==> src/rtl/brs_pkg.sv <==
package brs_pkg;
  localparam int CFG_W    = 16;
  localparam int MODE_BIT = 15;
  localparam int LAT_LSB  = 11;
  localparam int LAT_W    = 4;
  localparam int LEN_W    = 3;
  localparam int BEAT_W   = 5;
  localparam logic [CFG_W-1:0] CFG_RESET  = 16'h9807;
  localparam logic [7:0]       CFG_ID_OFS = 8'h05;

  typedef enum logic [1:0] {ST_IDLE, ST_WAIT, ST_DATA} seq_st_e;

  typedef struct packed {
    logic             async_mode;
    logic [LAT_W-1:0] lat;
    logic [LEN_W-1:0] len;
  } cfg_f_t;

  // words per burst for a length code; zero means no end
  function automatic logic [BEAT_W-1:0] burst_beats(input logic [LEN_W-1:0] code);
    case (code)
      3'b001:  return 5'd4;
      3'b010:  return 5'd8;
      3'b011:  return 5'd16;
      default: return 5'd0;
    endcase
  endfunction
endpackage

==> src/rtl/brs_cfg_reg.sv <==
module brs_cfg_reg
  import brs_pkg::*;
(
  input  logic             clk,
  input  logic             rst_n,
  input  logic             we,
  input  logic [CFG_W-1:0] wdata,
  output logic [CFG_W-1:0] cfg_q,
  output cfg_f_t           fields
);
  always_ff @(posedge clk or negedge rst_n) begin
    if (!rst_n)  cfg_q <= CFG_RESET;
    else if (we) cfg_q <= wdata;
  end

  assign fields.async_mode = cfg_q[MODE_BIT];
  assign fields.lat        = cfg_q[LAT_LSB +: LAT_W];
  assign fields.len        = cfg_q[LEN_W-1:0];
endmodule

==> src/rtl/brs_addr_gen.sv <==
module brs_addr_gen #(
  parameter int AW = 16
) (
  input  logic          clk,
  input  logic          rst_n,
  input  logic          load,
  input  logic [AW-1:0] base,
  input  logic          step,
  input  logic [AW-1:0] mask,
  output logic [AW-1:0] addr_q
);
  localparam logic [AW-1:0] ONE = AW'(1);

  logic [AW-1:0] inc;
  logic [AW-1:0] nxt;

  // bits under the mask count, bits outside it stay put
  assign inc = addr_q + ONE;
  assign nxt = (addr_q & ~mask) | (inc & mask);

  always_ff @(posedge clk or negedge rst_n) begin
    if (!rst_n)    addr_q <= '0;
    else if (load) addr_q <= base;
    else if (step) addr_q <= nxt;
  end
endmodule

==> src/rtl/brs_seq_ctrl.sv <==
module brs_seq_ctrl
  import brs_pkg::*;
(
  input  logic             clk,
  input  logic             rst_n,
  input  logic             sync_en,
  input  logic             ce_n,
  input  logic             start,
  input  logic             accept,
  input  logic [LAT_W-1:0] lat,
  input  logic [LEN_W-1:0] len,
  output logic             st_data
);
  seq_st_e           st_q;
  logic [LAT_W-1:0]  wait_q;
  logic [BEAT_W-1:0] left_q;
  logic              cont_q;
  logic [BEAT_W-1:0] beats;

  assign beats = burst_beats(len);

  always_ff @(posedge clk or negedge rst_n) begin
    if (!rst_n) begin
      st_q   <= ST_IDLE;
      wait_q <= '0;
      left_q <= '0;
      cont_q <= 1'b0;
    end else if (!sync_en || ce_n) begin
      st_q <= ST_IDLE;
    end else if (start) begin
      st_q   <= ST_WAIT;
      wait_q <= (lat == '0) ? LAT_W'(1) : lat;
      left_q <= beats;
      cont_q <= (beats == '0);
    end else begin
      case (st_q)
        ST_WAIT: begin
          if (wait_q == LAT_W'(1)) st_q <= ST_DATA;
          else                     wait_q <= wait_q - LAT_W'(1);
        end
        ST_DATA: begin
          if (accept) begin
            if (!cont_q && left_q == BEAT_W'(1)) st_q <= ST_IDLE;
            else if (!cont_q)                    left_q <= left_q - BEAT_W'(1);
          end
        end
        default: st_q <= ST_IDLE;
      endcase
    end
  end

  assign st_data = (st_q == ST_DATA);
endmodule

==> src/rtl/burst_read_seq.sv <==
module burst_read_seq
  import brs_pkg::*;
#(
  parameter int ADDR_W = 16
) (
  input  logic              clk,
  input  logic              rst_n,
  input  logic              ce_n,
  input  logic              oe_n,
  input  logic              adv_n,
  input  logic [ADDR_W-1:0] addr_i,
  input  logic              id_space_i,
  input  logic              cfg_we_i,
  input  logic [15:0]       cfg_wdata_i,
  output logic [ADDR_W-1:0] arr_addr_o,
  output logic              arr_rd_o,
  input  logic [15:0]       arr_rdata_i,
  output logic [15:0]       dout_data_o,
  output logic              dout_valid_o,
  input  logic              dout_ready_i
);
  logic [CFG_W-1:0]  cfg_q;
  cfg_f_t            cfg_f;
  logic              async_mode;
  logic              start;
  logic              accept;
  logic              st_data;
  logic [ADDR_W-1:0] addr_q;
  logic [ADDR_W-1:0] base_q;
  logic [ADDR_W-1:0] win_mask;
  logic [ADDR_W-1:0] mask_nxt;
  logic [BEAT_W-1:0] beats;
  logic              id_q;
  logic              id_hit_q;
  logic              use_id;
  logic              use_hit;

  brs_cfg_reg u_cfg (
    .clk   (clk),
    .rst_n (rst_n),
    .we    (cfg_we_i),
    .wdata (cfg_wdata_i),
    .cfg_q (cfg_q),
    .fields(cfg_f)
  );

  assign async_mode = cfg_f.async_mode;
  assign start      = !async_mode && !ce_n && !adv_n;
  assign accept     = dout_valid_o && dout_ready_i;
  assign beats      = burst_beats(cfg_f.len);
  assign mask_nxt   = (beats == '0) ? '1 : ADDR_W'(beats - BEAT_W'(1));

  always_ff @(posedge clk or negedge rst_n) begin
    if (!rst_n) begin
      base_q   <= '0;
      win_mask <= '0;
      id_q     <= 1'b0;
      id_hit_q <= 1'b0;
    end else if (start) begin
      base_q   <= addr_i;
      win_mask <= mask_nxt;
      id_q     <= id_space_i;
      id_hit_q <= (addr_i[7:0] == CFG_ID_OFS);
    end
  end

  brs_seq_ctrl u_ctrl (
    .clk    (clk),
    .rst_n  (rst_n),
    .sync_en(!async_mode),
    .ce_n   (ce_n),
    .start  (start),
    .accept (accept),
    .lat    (cfg_f.lat),
    .len    (cfg_f.len),
    .st_data(st_data)
  );

  brs_addr_gen #(.AW(ADDR_W)) u_addr (
    .clk   (clk),
    .rst_n (rst_n),
    .load  (start),
    .base  (addr_i),
    .step  (accept && !async_mode),
    .mask  (win_mask),
    .addr_q(addr_q)
  );

  assign use_id  = async_mode ? id_space_i : id_q;
  assign use_hit = async_mode ? (addr_i[7:0] == CFG_ID_OFS) : id_hit_q;

  assign arr_addr_o   = async_mode ? addr_i : addr_q;
  assign dout_valid_o = !ce_n && !oe_n && (async_mode || st_data);
  assign arr_rd_o     = dout_valid_o && !use_id;
  assign dout_data_o  = use_id ? (use_hit ? cfg_q : '0) : arr_rdata_i;
endmodule

==> config.mk <==
export PLATFORM = sky130hd
export DESIGN_NAME = burst_read_seq
export DESIGN_NICKNAME = d
export VERILOG_FILES = /design/src/rtl/brs_pkg.sv /design/src/rtl/brs_cfg_reg.sv /design/src/rtl/brs_addr_gen.sv /design/src/rtl/brs_seq_ctrl.sv /design/src/rtl/burst_read_seq.sv
export SDC_FILE = /design/constraint.sdc
export NUM_CORES = 1
export LEC_CHECK = 0
export BUFFER_PORTS_ARGS = -buffer_cell sky130_fd_sc_hd__buf_4
export CAP_MARGIN = 20
export CORE_UTILIZATION = 56
export CTS_CLUSTER_DIAMETER = 100
export CTS_CLUSTER_SIZE = 28
export DETAILED_ROUTE_END_ITERATION = 7
export MAX_ROUTING_LAYER = met4
export PLACE_DENSITY = 0.81
export SLEW_MARGIN = 10
export SYNTH_ARGS = -nofsm -noshare
export SYNTH_HDL_FRONTEND = slang
export SYNTH_SLANG_ARGS = --single-unit
==> constraint.sdc <==
create_clock -name clk -period 4.6 [get_ports clk]
set_input_delay 0.69 -clock clk [delete_from_list [all_inputs] [get_ports clk]]
set_output_delay 0.69 -clock clk [all_outputs]
set_load 0.03 [all_outputs]
==> key figures, run 1 <==
Setup path
  • CP required: 3910 ps
  • Worst setup path startpoint: u_cfg.cfg_q[15]
  • CP delay by family, top: flip-flops
  • Crit Path Max Fanout: 33
  • Crit Path Category: flop to output pin
  • Crit-path max cell delay: 970 ps
  • Type of origin of the critical path: flop
  • Crit path max-delay cell type: dfstp_2
  • Cell count along the critical path: 5
  • R2r startpoint: u_cfg.cfg_q[15]
  • CP Capture Point: dout_data_o[11]
  • Arrival time of the worst setup path: 2230 ps
  • R2R setup slack: 2060 ps
  • CP cell instances: mux2i_1, a21oi_1, buf_4, a22o_1, buf_4
  • R2R depth: 4
  • Crit end category: output pin
  • CP bufs+invs: 2
  • Critical path's most frequent cell: buf_4

Clocking
  • H-tree depth: 2
  • CTS max path bufs: 2
  • # hold bufs at CTS: 0
  • Clock slew at reported path FFs: 100 ps
  • Clk sinks: 51
  • Post-CTS Setup Bufs: 0
  • CTS resizes: 0
  • Clk_lat worst skew: 310 ps
  • Num CTS Buffers: 5
  • Root buf cell: clkbuf_8
  • TritonCTS clock tree: done

Synth
  • Ys Warns: 0
  • Yosys reg bits: 51
  • Post-synth EDFFs: 0
  • Ys async rst share: 1.000
  • Register area share after synthesis: 0.4081
  • Top_reg_cell synth: dfrtp_1
  • Avg Cell Area, Syn: 9.619 µm²
  • Net Count, Synth: 390
  • Synthesized area: 3146 µm²
  • Post-synthesis cell type count: 57
  • Synth Instances: 327

Status
  • Outcome: finished, final reports clean

Global route
  • Overflow after GRT: 0
  • Vias in the first global route: 2786
  • Gr usage total: 0.2700
  • First-pass GRT wire length: 12650 µm
  • Pin count of the biggest net entering global routing: 52
  • Initial antenna violation count: 0

Route
  • Number of nets with antenna violations after routing: 0
  • Final wirelength: 7576 µm
  • Initial DRT Pass Iterations: 4
  • Wire length per cell: 15.75 µm
  • Iter 0 DRT Violations: 184
  • Via count: 2900
  • Met2 WL: 3780 µm
  • DRC: 0
  • Met3 wire length: 356 µm
  • Via-per-instance ratio: 6.029
  • Highest metal used: met4
  • DRT met1 WL: 3355 µm

STA
  • Rel. slew slack: 0.4780
  • Setup TNS Final: 0 ps
  • Pins over their slew limit: 0
  • Clk_skew: 6.815 ps
  • Final critical-path required period: 2917 ps
  • Final period util: 0.6342
  • Slew @ Worst Pin: 783.0 ps
  • RSZ-0062 raised after global routing: no
  • Hold Slack: 391.1 ps
  • Final hold vios: 0
  • Max Fclk: 342.8 MHz
  • Final setup viols: 0

Layout
  • Fin cells: 481
  • Commonest non-fill, non-tap cell in the layout: buf_4
  • Commonest non-fill, non-tap cells in the layout: buf_4, dfrtp_1, nand2_1, mux2_2, o21ai_0
  • Share of post-route cells with drive strength above 1: 0.3552
  • Final Util: 0.7467
  • Post-layout nets: 473
  • Ant diodes: 0
  • Fillers: 415
  • P&R area growth vs syn: 25.10%

Die
  • Die footprint: 5921 µm²
  • # rows: 26
  • Die width: 76.95 µm
  • Initial core utilization: 0.5969
  • Die H: 76.95 µm
  • IO Pins: 90
  • Core footprint: 5270 µm²

Pwr
  • Total power draw: 1.477 mW
  • Leak: 1.738 nW
  • Pwr dens: 375.3 nW/µm²
  • Max VDD drop: 0.0002441 V

Placed design
  • PortBufs: 89
  • GPL Wtd Cong: 0.9085
  • Dpl hpwl: 5501 µm
  • Placed Cells: 472

Flow run
  • Number of max-cap violations: 0

Min path
  • Hold Path Class: input pin to async pin
-- metal layers --
layer	global-route usage	up-vias
met5	-	-
met4	0.08269	0
met3	0.03333	9
met2	0.4634	76
met1	0.3308	1420
li1	-	1395
-- stage by stage --
stage | worst slack (ps) | area (µm²)
after CTS | 1651 | 3924
after floorplan | 1842 | 3146
final | 1683 | 3935
after global routing | 1534 | 3935
after detailed placement | 1801 | 3836
after global placement | 1813 | 3836
-- cells by family (layout without fill, tap and decap cells) --
logic type | Yosys count | after routing | share of synthesized area
and+or+nand+nor | 125 | 125 | 0.2247
xor gates and xnor gates | 4 | 4 | 0.01114
muxes | 30 | 30 | 0.1062
adders and majority gates | 7 | 7 | 0.02784
DFF | 51 | 51 | 0.4081
buffers and inverters | 29 | 113 | 0.04216
AOI/OAI and AO/OA | 81 | 81 | 0.1798
-- worst min-delay path by stage --
| stage | from | endpoint | slack (ps) | cells after the start |
|---|---|---|---|---|
| global placement | id_q | id_q | 460 | 2 |
| CTS | rst_n | u_ctrl.wait_q[0] | 430 | 1 |
| detailed placement | id_q | id_q | 460 | 2 |
| floorplan | rst_n | async pin | 390 | 0 |
| finish | rst_n | u_cfg.cfg_q[14] | 390 | 1 |
| global route | rst_n | u_ctrl.wait_q[0] | 450 | 1 |
-- Yosys cell counts, drive strengths merged (2+ instances only) --
cell type | n | area share
dfrtp | 45 | 0.36
nand2 | 33 | 0.039
mux2 | 27 | 0.097
o21ai | 26 | 0.041
a22o | 17 | 0.047
nor2 | 13 | 0.016
clkbuf | 12 | 0.014
inv | 12 | 0.014
nand3 | 12 | 0.019
a21oi | 11 | 0.018
nor4 | 10 | 0.020
a221o | 9 | 0.029
nand4 | 8 | 0.016
ha | 7 | 0.028
nor3 | 7 | 0.013
and2 | 6 | 0.012
dfstp | 6 | 0.050
or3 | 6 | 0.014
buf | 5 | 0.014
nand2b | 4 | 0.0080
nor3b | 4 | 0.0095
o22ai | 4 | 0.0080
or2 | 4 | 0.0080
and3 | 3 | 0.0060
mux2i | 3 | 0.0095
xnor2 | 3 | 0.0084
a2bb2oi | 2 | 0.0056
nor4b | 2 | 0.0056
nor4bb | 2 | 0.0064
o21a | 2 | 0.0048
or3b | 2 | 0.0056
or4 | 2 | 0.0048
or4b | 2 | 0.0076
-- area by class of cell --
type	count	area [µm²]	share of cell area
clock buffer	5	68.82	0.01749
clock inverter	3	18.77	0.004769
inverter	12	45.04	0.01145
multi-input combinational	247	1729	0.4394
sequential	51	1284	0.3262
tap	70	87.58	0.02226
timing repair buffer	93	701.9	0.1784
-- worst register-to-register path, stage by stage (launching register included) --
cell and delay, ps:
dfstp_2 970, or3_2 570, nand2_1 350, o41ai_1 420
a22o_1 180
-- power breakdown --
| part | internal [mW] | switching [mW] | total (mW) |
|---|---|---|---|
| combinational | 0.254 | 0.294 | 0.548 |
| clock | 0.108 | 0.163 | 0.270 |
| sequential | 0.540 | 0.118 | 0.658 |
| total | 0.902 | 0.574 | 1.48 |
No activity file was read; power rests on OpenSTA's default activity.
==> run 2, diff against run 1 <==
--- a/config.mk
+++ b/config.mk
@@ -7,12 +7,12 @@
 export LEC_CHECK = 0
 export BUFFER_PORTS_ARGS = -buffer_cell sky130_fd_sc_hd__buf_4
 export CAP_MARGIN = 20
-export CORE_UTILIZATION = 56
+export CORE_UTILIZATION = 52
 export CTS_CLUSTER_DIAMETER = 100
 export CTS_CLUSTER_SIZE = 28
 export DETAILED_ROUTE_END_ITERATION = 7
 export MAX_ROUTING_LAYER = met4
-export PLACE_DENSITY = 0.81
+export PLACE_DENSITY = 0.76
 export SLEW_MARGIN = 10
 export SYNTH_ARGS = -nofsm -noshare
 export SYNTH_HDL_FRONTEND = slang
==> constraint.sdc (replaced) <==
create_clock -name clk -period 3.02 [get_ports clk]
set_input_delay 0.453 -clock clk [delete_from_list [all_inputs] [get_ports clk]]
set_output_delay 0.453 -clock clk [all_outputs]
set_load 0.03 [all_outputs]
==> key figures, run 2 (synthesis gave the netlist of run 1 again) <==
Pwr
  • Max VDD drop: 0.0003699 V (was 0.0002441 V)
  • Leak: 1.754 nW (was 1.738 nW)
  • Pwr dens: 589.7 nW/µm² (was 375.3 nW/µm²)

Clocking
  • CTS resizes: 0 (unchanged)
  • Root buf cell: clkbuf_8 (unchanged)
  • TritonCTS clock tree: done (unchanged)
  • Clock slew at reported path FFs: 90 ps (was 100 ps)
  • Num CTS Buffers: 5 (unchanged)
  • CTS max path bufs: 2 (unchanged)
  • H-tree depth: 2 (unchanged)
  • # hold bufs at CTS: 0 (unchanged)
  • Post-CTS Setup Bufs: 0 (unchanged)
  • Clk_lat worst skew: 310 ps (about the same)
  • Clk sinks: 51 (unchanged)

Placed design
  • Dpl hpwl: 5407 µm (was 5501 µm)
  • Placed Cells: 476 (was 472)
  • PortBufs: 89 (unchanged)
  • GPL Wtd Cong: 0.8892 (was 0.9085)
  • Pre-CTS WS: 621.0 ps (was 1801 ps)

Min path
  • Hold Path Class: input pin to async pin (unchanged)

Setup path
  • Crit Path Category: flop to output pin (unchanged)
  • Critical path's most frequent cell: buf_4 (unchanged)
  • Cell count along the critical path: 5 (unchanged)
  • R2R setup slack: 600 ps (was 2060 ps)
  • Arrival time of the worst setup path: 2170 ps (was 2230 ps)
  • Crit path max-delay cell type: dfstp_2 (unchanged)
  • Type of origin of the critical path: flop (unchanged)
  • CP required: 2570 ps (was 3910 ps)
  • R2r startpoint: u_cfg.cfg_q[15] (unchanged)
  • R2R depth: 4 (unchanged)
  • CP cell instances: mux2i_1, a21oi_1, buf_4, a22o_1, buf_4 (unchanged)
  • CP delay by family, top: flip-flops (unchanged)
  • Worst setup path startpoint: u_cfg.cfg_q[15] (unchanged)
  • Crit end category: output pin (unchanged)
  • CP bufs+invs: 2 (unchanged)
  • Crit Path Max Fanout: 33 (unchanged)
  • CP Capture Point: dout_data_o[8] (was dout_data_o[11])
  • Crit-path max cell delay: 930 ps (was 970 ps)

STA
  • Clk_skew: 3.843 ps (was 6.815 ps)
  • Final hold vios: 0 (unchanged)
  • Hold Slack: 158.3 ps (was 391.1 ps)
  • Final worst slack: 400.0 ps (was 1683 ps)
  • RSZ-0062 raised after global routing: no (unchanged)
  • Rel. slew slack: 0.3203 (was 0.4780)
  • Final period util: 0.8676
  • Pins over their slew limit: 0 (unchanged)
  • Final setup viols: 0 (unchanged)
  • Max Fclk: 381.7 MHz
  • Final critical-path required period: 2620 ps
  • Setup TNS Final: 0 ps (unchanged)
  • Slew @ Worst Pin: 1014 ps (was 783.0 ps)

Route
  • DRC: 0 (unchanged)
  • Iter 0 DRT Violations: 178 (was 184)
  • Wire length per cell: 16.04 µm (was 15.75 µm)
  • Final wirelength: 7763 µm (was 7576 µm)
  • Number of nets with antenna violations after routing: 0 (unchanged)
  • Initial DRT Pass Iterations: 4 (unchanged)
  • Via count: 2905 (was 2900)
  • Via-per-instance ratio: 6.002 (was 6.029)

Global route
  • Overflow after GRT: 0 (unchanged)
  • Gr usage total: 0.2742 (was 0.2700)
  • First-pass GRT wire length: 13250 µm (was 12650 µm)
  • Vias in the first global route: 2795 (was 2786)
  • Pin count of the biggest net entering global routing: 52 (unchanged)
  • Initial antenna violation count: 0 (unchanged)

Die
  • Die H: 79.78 µm (was 76.95 µm)
  • Die footprint: 6364 µm² (was 5921 µm²)
  • Die width: 79.78 µm (was 76.95 µm)
  • Initial core utilization: 0.5542 (was 0.5969)
  • IO Pins: 90 (unchanged)
  • Core footprint: 5675 µm² (was 5270 µm²)
  • # rows: 27 (was 26)

Layout
  • Fin cells: 484 (was 481)
  • Fillers: 481 (was 415)
  • Ant diodes: 0 (unchanged)
  • Commonest non-fill, non-tap cells in the layout: buf_4, dfrtp_1, nand2_1, mux2_2, o21ai_0 (unchanged)
  • P&R area growth vs syn: 26.25% (was 25.10%)
  • Share of post-route cells with drive strength above 1: 0.3568 (was 0.3552)
  • Commonest non-fill, non-tap cell in the layout: buf_4 (unchanged)
  • Post-layout nets: 474 (was 473)
  • Final Util: 0.6997 (was 0.7467)

Status
  • Outcome: finished, final reports clean (unchanged)

Flow run
  • Number of max-cap violations: 0 (unchanged)
[run 2: cell type report]
class	count	area (µm²)	area share
clock inverters	2	35.03	0.008822
clock buffers	6	82.58	0.02079
flip-flops and latches	51	1284	0.3233
well taps	72	90.09	0.02268
repair buffers	94	705.7	0.1777
multi-input cells	247	1729	0.4354
inverters	12	45.04	0.01134
[run 2: per-layer routing]
| metal | share of wire | GRT usage |
|---|---|---|
| met4 | 0.011 | 0.08929 |
| met2 | 0.49 | 0.4214 |
| met5 | 0 | - |
| met3 | 0.051 | 0.03886 |
| met1 | 0.45 | 0.3748 |
[run 2: metrics by stage]
step                      cell area [µm²]  power [mW]
final                                3971       2.342
after global routing                 3971       2.483
after CTS                            3971       2.349
after detailed placement             3854       1.845
after global placement               3854       1.823
after floorplan                      3146       1.541
[run 2: worst register-to-register path, delay by kind of cell, from the launching register on]
kind	cells	cell delay, ps
simple gates	1	890
flops	1	560
compound gates	3	860
[run 2: how the worst min path moves through the flow]
stage	from	to	cells past startpoint
final	rst_n	u_cfg.cfg_q[13]	1
after global routing	rst_n	u_cfg.cfg_q[13]	1
after global placement	id_hit_q	id_hit_q	2
after detailed placement	id_q	id_q	2
after floorplan	rst_n	async pin	0
after CTS	rst_n	async pin	1
[run 2: power breakdown]
part,switching [mW],total (mW),internal (mW)
clock network,0.231,0.500,0.268
logic,0.452,0.839,0.388
registers,0.180,1.00,0.823
total,0.863,2.34,1.48
==> run 3, diff against run 2 <==
--- a/config.mk
+++ b/config.mk
@@ -7,12 +7,12 @@
 export LEC_CHECK = 0
 export BUFFER_PORTS_ARGS = -buffer_cell sky130_fd_sc_hd__buf_4
 export CAP_MARGIN = 20
-export CORE_UTILIZATION = 52
+export CORE_UTILIZATION = 50
 export CTS_CLUSTER_DIAMETER = 100
 export CTS_CLUSTER_SIZE = 28
 export DETAILED_ROUTE_END_ITERATION = 7
 export MAX_ROUTING_LAYER = met4
-export PLACE_DENSITY = 0.76
+export PLACE_DENSITY = 0.73
 export SLEW_MARGIN = 10
 export SYNTH_ARGS = -nofsm -noshare
 export SYNTH_HDL_FRONTEND = slang
==> key figures, run 3 (synthesis gave the netlist of run 1 again) <==
Status
  • Outcome: finished, final reports clean (unchanged)

Clocking
  • CTS max path bufs: 2 (unchanged)
  • TritonCTS clock tree: done (unchanged)
  • Post-CTS Setup Bufs: 0 (unchanged)
  • # hold bufs at CTS: 0 (unchanged)
  • Num CTS Buffers: 5 (unchanged)
  • CTS resizes: 0 (unchanged)
  • Clock slew at reported path FFs: 80 ps (was 90 ps)
  • H-tree depth: 2 (unchanged)
  • Clk sinks: 51 (unchanged)
  • Clk_lat worst skew: 310 ps (about the same)
  • Root buf cell: clkbuf_8 (unchanged)

STA
  • Final period util: 0.8638 (was 0.8676)
  • RSZ-0062 raised after global routing: no (unchanged)
  • Final critical-path required period: 2609 ps (was 2620 ps)
  • Pins over their slew limit: 0 (unchanged)
  • Max Fclk: 383.3 MHz (was 381.7 MHz)
  • Slew @ Worst Pin: 873.3 ps (was 1014 ps)
  • Rel. slew slack: 0.4146 (was 0.3203)
  • Final setup viols: 0 (unchanged)
  • Clk_skew: 8.167 ps (was 3.843 ps)
  • Final hold vios: 0 (unchanged)
  • Setup TNS Final: 0 ps (unchanged)

Layout
  • Area of the multi-input gates: 1729 µm² (unchanged)
  • P&R area growth vs syn: 25.78% (was 26.25%)
  • FF+latch area: 1284 µm² (unchanged)
  • Commonest non-fill, non-tap cell in the layout: buf_4 (unchanged)
  • Fin cells: 486 (was 484)
  • Share of post-route cells with drive strength above 1: 0.3504 (was 0.3568)
  • Fillers: 529 (was 481)
  • Ant diodes: 0 (unchanged)
  • Post-layout nets: 473 (was 474)
  • Commonest non-fill, non-tap cells in the layout: buf_4, dfrtp_1, nand2_1, mux2_2, o21ai_0 (unchanged)

Placed design
  • Placed Cells: 478 (was 476)
  • PortBufs: 89 (unchanged)
  • Dpl hpwl: 5547 µm (was 5407 µm)
  • GPL Wtd Cong: 0.8239 (was 0.8892)

Die
  • Die footprint: 6612 µm² (was 6364 µm²)
  • Core footprint: 5991 µm² (was 5675 µm²)
  • Initial core utilization: 0.5251 (was 0.5542)
  • Die width: 81.32 µm (was 79.78 µm)
  • # rows: 28 (was 27)
  • Die H: 81.32 µm (was 79.78 µm)
  • IO Pins: 90 (unchanged)

Setup path
  • R2r startpoint: u_cfg.cfg_q[15] (unchanged)
  • R2R depth: 4 (unchanged)
  • R2R setup slack: 770 ps (was 600 ps)
  • Type of origin of the critical path: flop (unchanged)
  • Crit end category: output pin (unchanged)
  • Crit Path Max Fanout: 33 (unchanged)
  • CP required: 2570 ps (about the same)
  • CP Capture Point: dout_data_o[13] (was dout_data_o[8])
  • Worst setup path startpoint: u_cfg.cfg_q[15] (unchanged)
  • Crit Path Category: flop to output pin (unchanged)
  • Arrival time of the worst setup path: 2160 ps (was 2170 ps)

Pwr
  • Max VDD drop: 0.0003925 V (was 0.0003699 V)
  • Leak: 1.740 nW (was 1.754 nW)
  • Total power draw: 2.307 mW (was 2.342 mW)
  • Pwr dens: 583.2 nW/µm² (was 589.7 nW/µm²)

Global route
  • Vias in the first global route: 2622 (was 2795)
  • Initial antenna violation count: 0 (unchanged)
  • Pin count of the biggest net entering global routing: 52 (unchanged)
  • Gr usage total: 0.2504 (was 0.2742)
  • Overflow after GRT: 0 (unchanged)
  • First-pass GRT wire length: 12250 µm (was 13250 µm)

Flow run
  • Number of max-cap violations: 0 (unchanged)

Route
  • DRC: 0 (unchanged)
  • Via count: 2844 (was 2905)
  • Iter 0 DRT Violations: 142 (was 178)
  • Final wirelength: 7648 µm (was 7763 µm)
  • Number of nets with antenna violations after routing: 0 (unchanged)
  • Wire length per cell: 15.74 µm (was 16.04 µm)
  • Initial DRT Pass Iterations: 4 (unchanged)
  • Via-per-instance ratio: 5.852 (was 6.002)

Min path
  • Hold Path Class: input pin to async pin (unchanged)
[run 3: cell count changes in the layout (fill, tap and decap cells not counted)]
cell / delta
clkbuf_1: +2
buf_4: -1
clkbuf_8: -1
clkinv_2: -1
[run 3: how the worst min path moves through the flow]
stage	startpoint	end	slack (ps)	depth (start not counted)
after floorplan	rst_n	async pin	160	0
after global placement	id_q	id_q	460	2
after detailed placement	win_mask[1]	win_mask[1]	470	1
after CTS	rst_n	u_cfg.cfg_q[3]	190	1
after global routing	rst_n	u_cfg.cfg_q[4]	220	1
final	rst_n	u_cfg.cfg_q[3]	160	1
[run 3: per-layer routing]
| layer | part of all wire | global-route usage | vias up |
|---|---|---|---|
| li1 | - | - | 1400 |
| met1 | 0.46 | 0.3276 | 1376 |
| met2 | 0.49 | 0.4025 | 61 |
| met3 | 0.042 | 0.03596 | 7 |
| met4 | 0.011 | 0.07143 | 0 |
| met5 | 0 | - | - |
[run 3: stage by stage]
step	instance area, µm²	util	setup WS, ps	hold WS [ps]
6_report	3956	0.6604	411.2	159.5
2_1_floorplan	3146	-	639.5	157.4
5_1_grt	3956	0.6604	285.5	222.2
3_5_place_dp	3850	0.6426	687.6	472.8
4_1_cts	3956	0.6604	387.0	189.6
3_3_place_gp	3850	0.6426	690.2	460.2
[run 3: final cells by class]
| type | instances | share of cell area |
|---|---|---|
| repair buffers | 93 | 0.1765 |
| well taps | 75 | 0.02372 |
| multi-input cells | 247 | 0.4371 |
| clock inverters | 1 | 0.007590 |
| flip-flops and latches | 51 | 0.3245 |
| clock buffers | 7 | 0.01929 |
| inverters | 12 | 0.01139 |
[run 3: report_power, final]
group / total (mW) / internal [mW] / switching, mW
registers: 1.00 / 0.823 / 0.179
logic: 0.829 / 0.386 / 0.444
clock network: 0.476 / 0.248 / 0.228
total: 2.31 / 1.46 / 0.850
[run 3: worst max-delay path, cell delays in order, from the launching register on]
cell	delay [ps]
dfstp_2	930
mux2i_1	300
a21oi_1	70
buf_4	190
a22o_1	190
buf_4	170
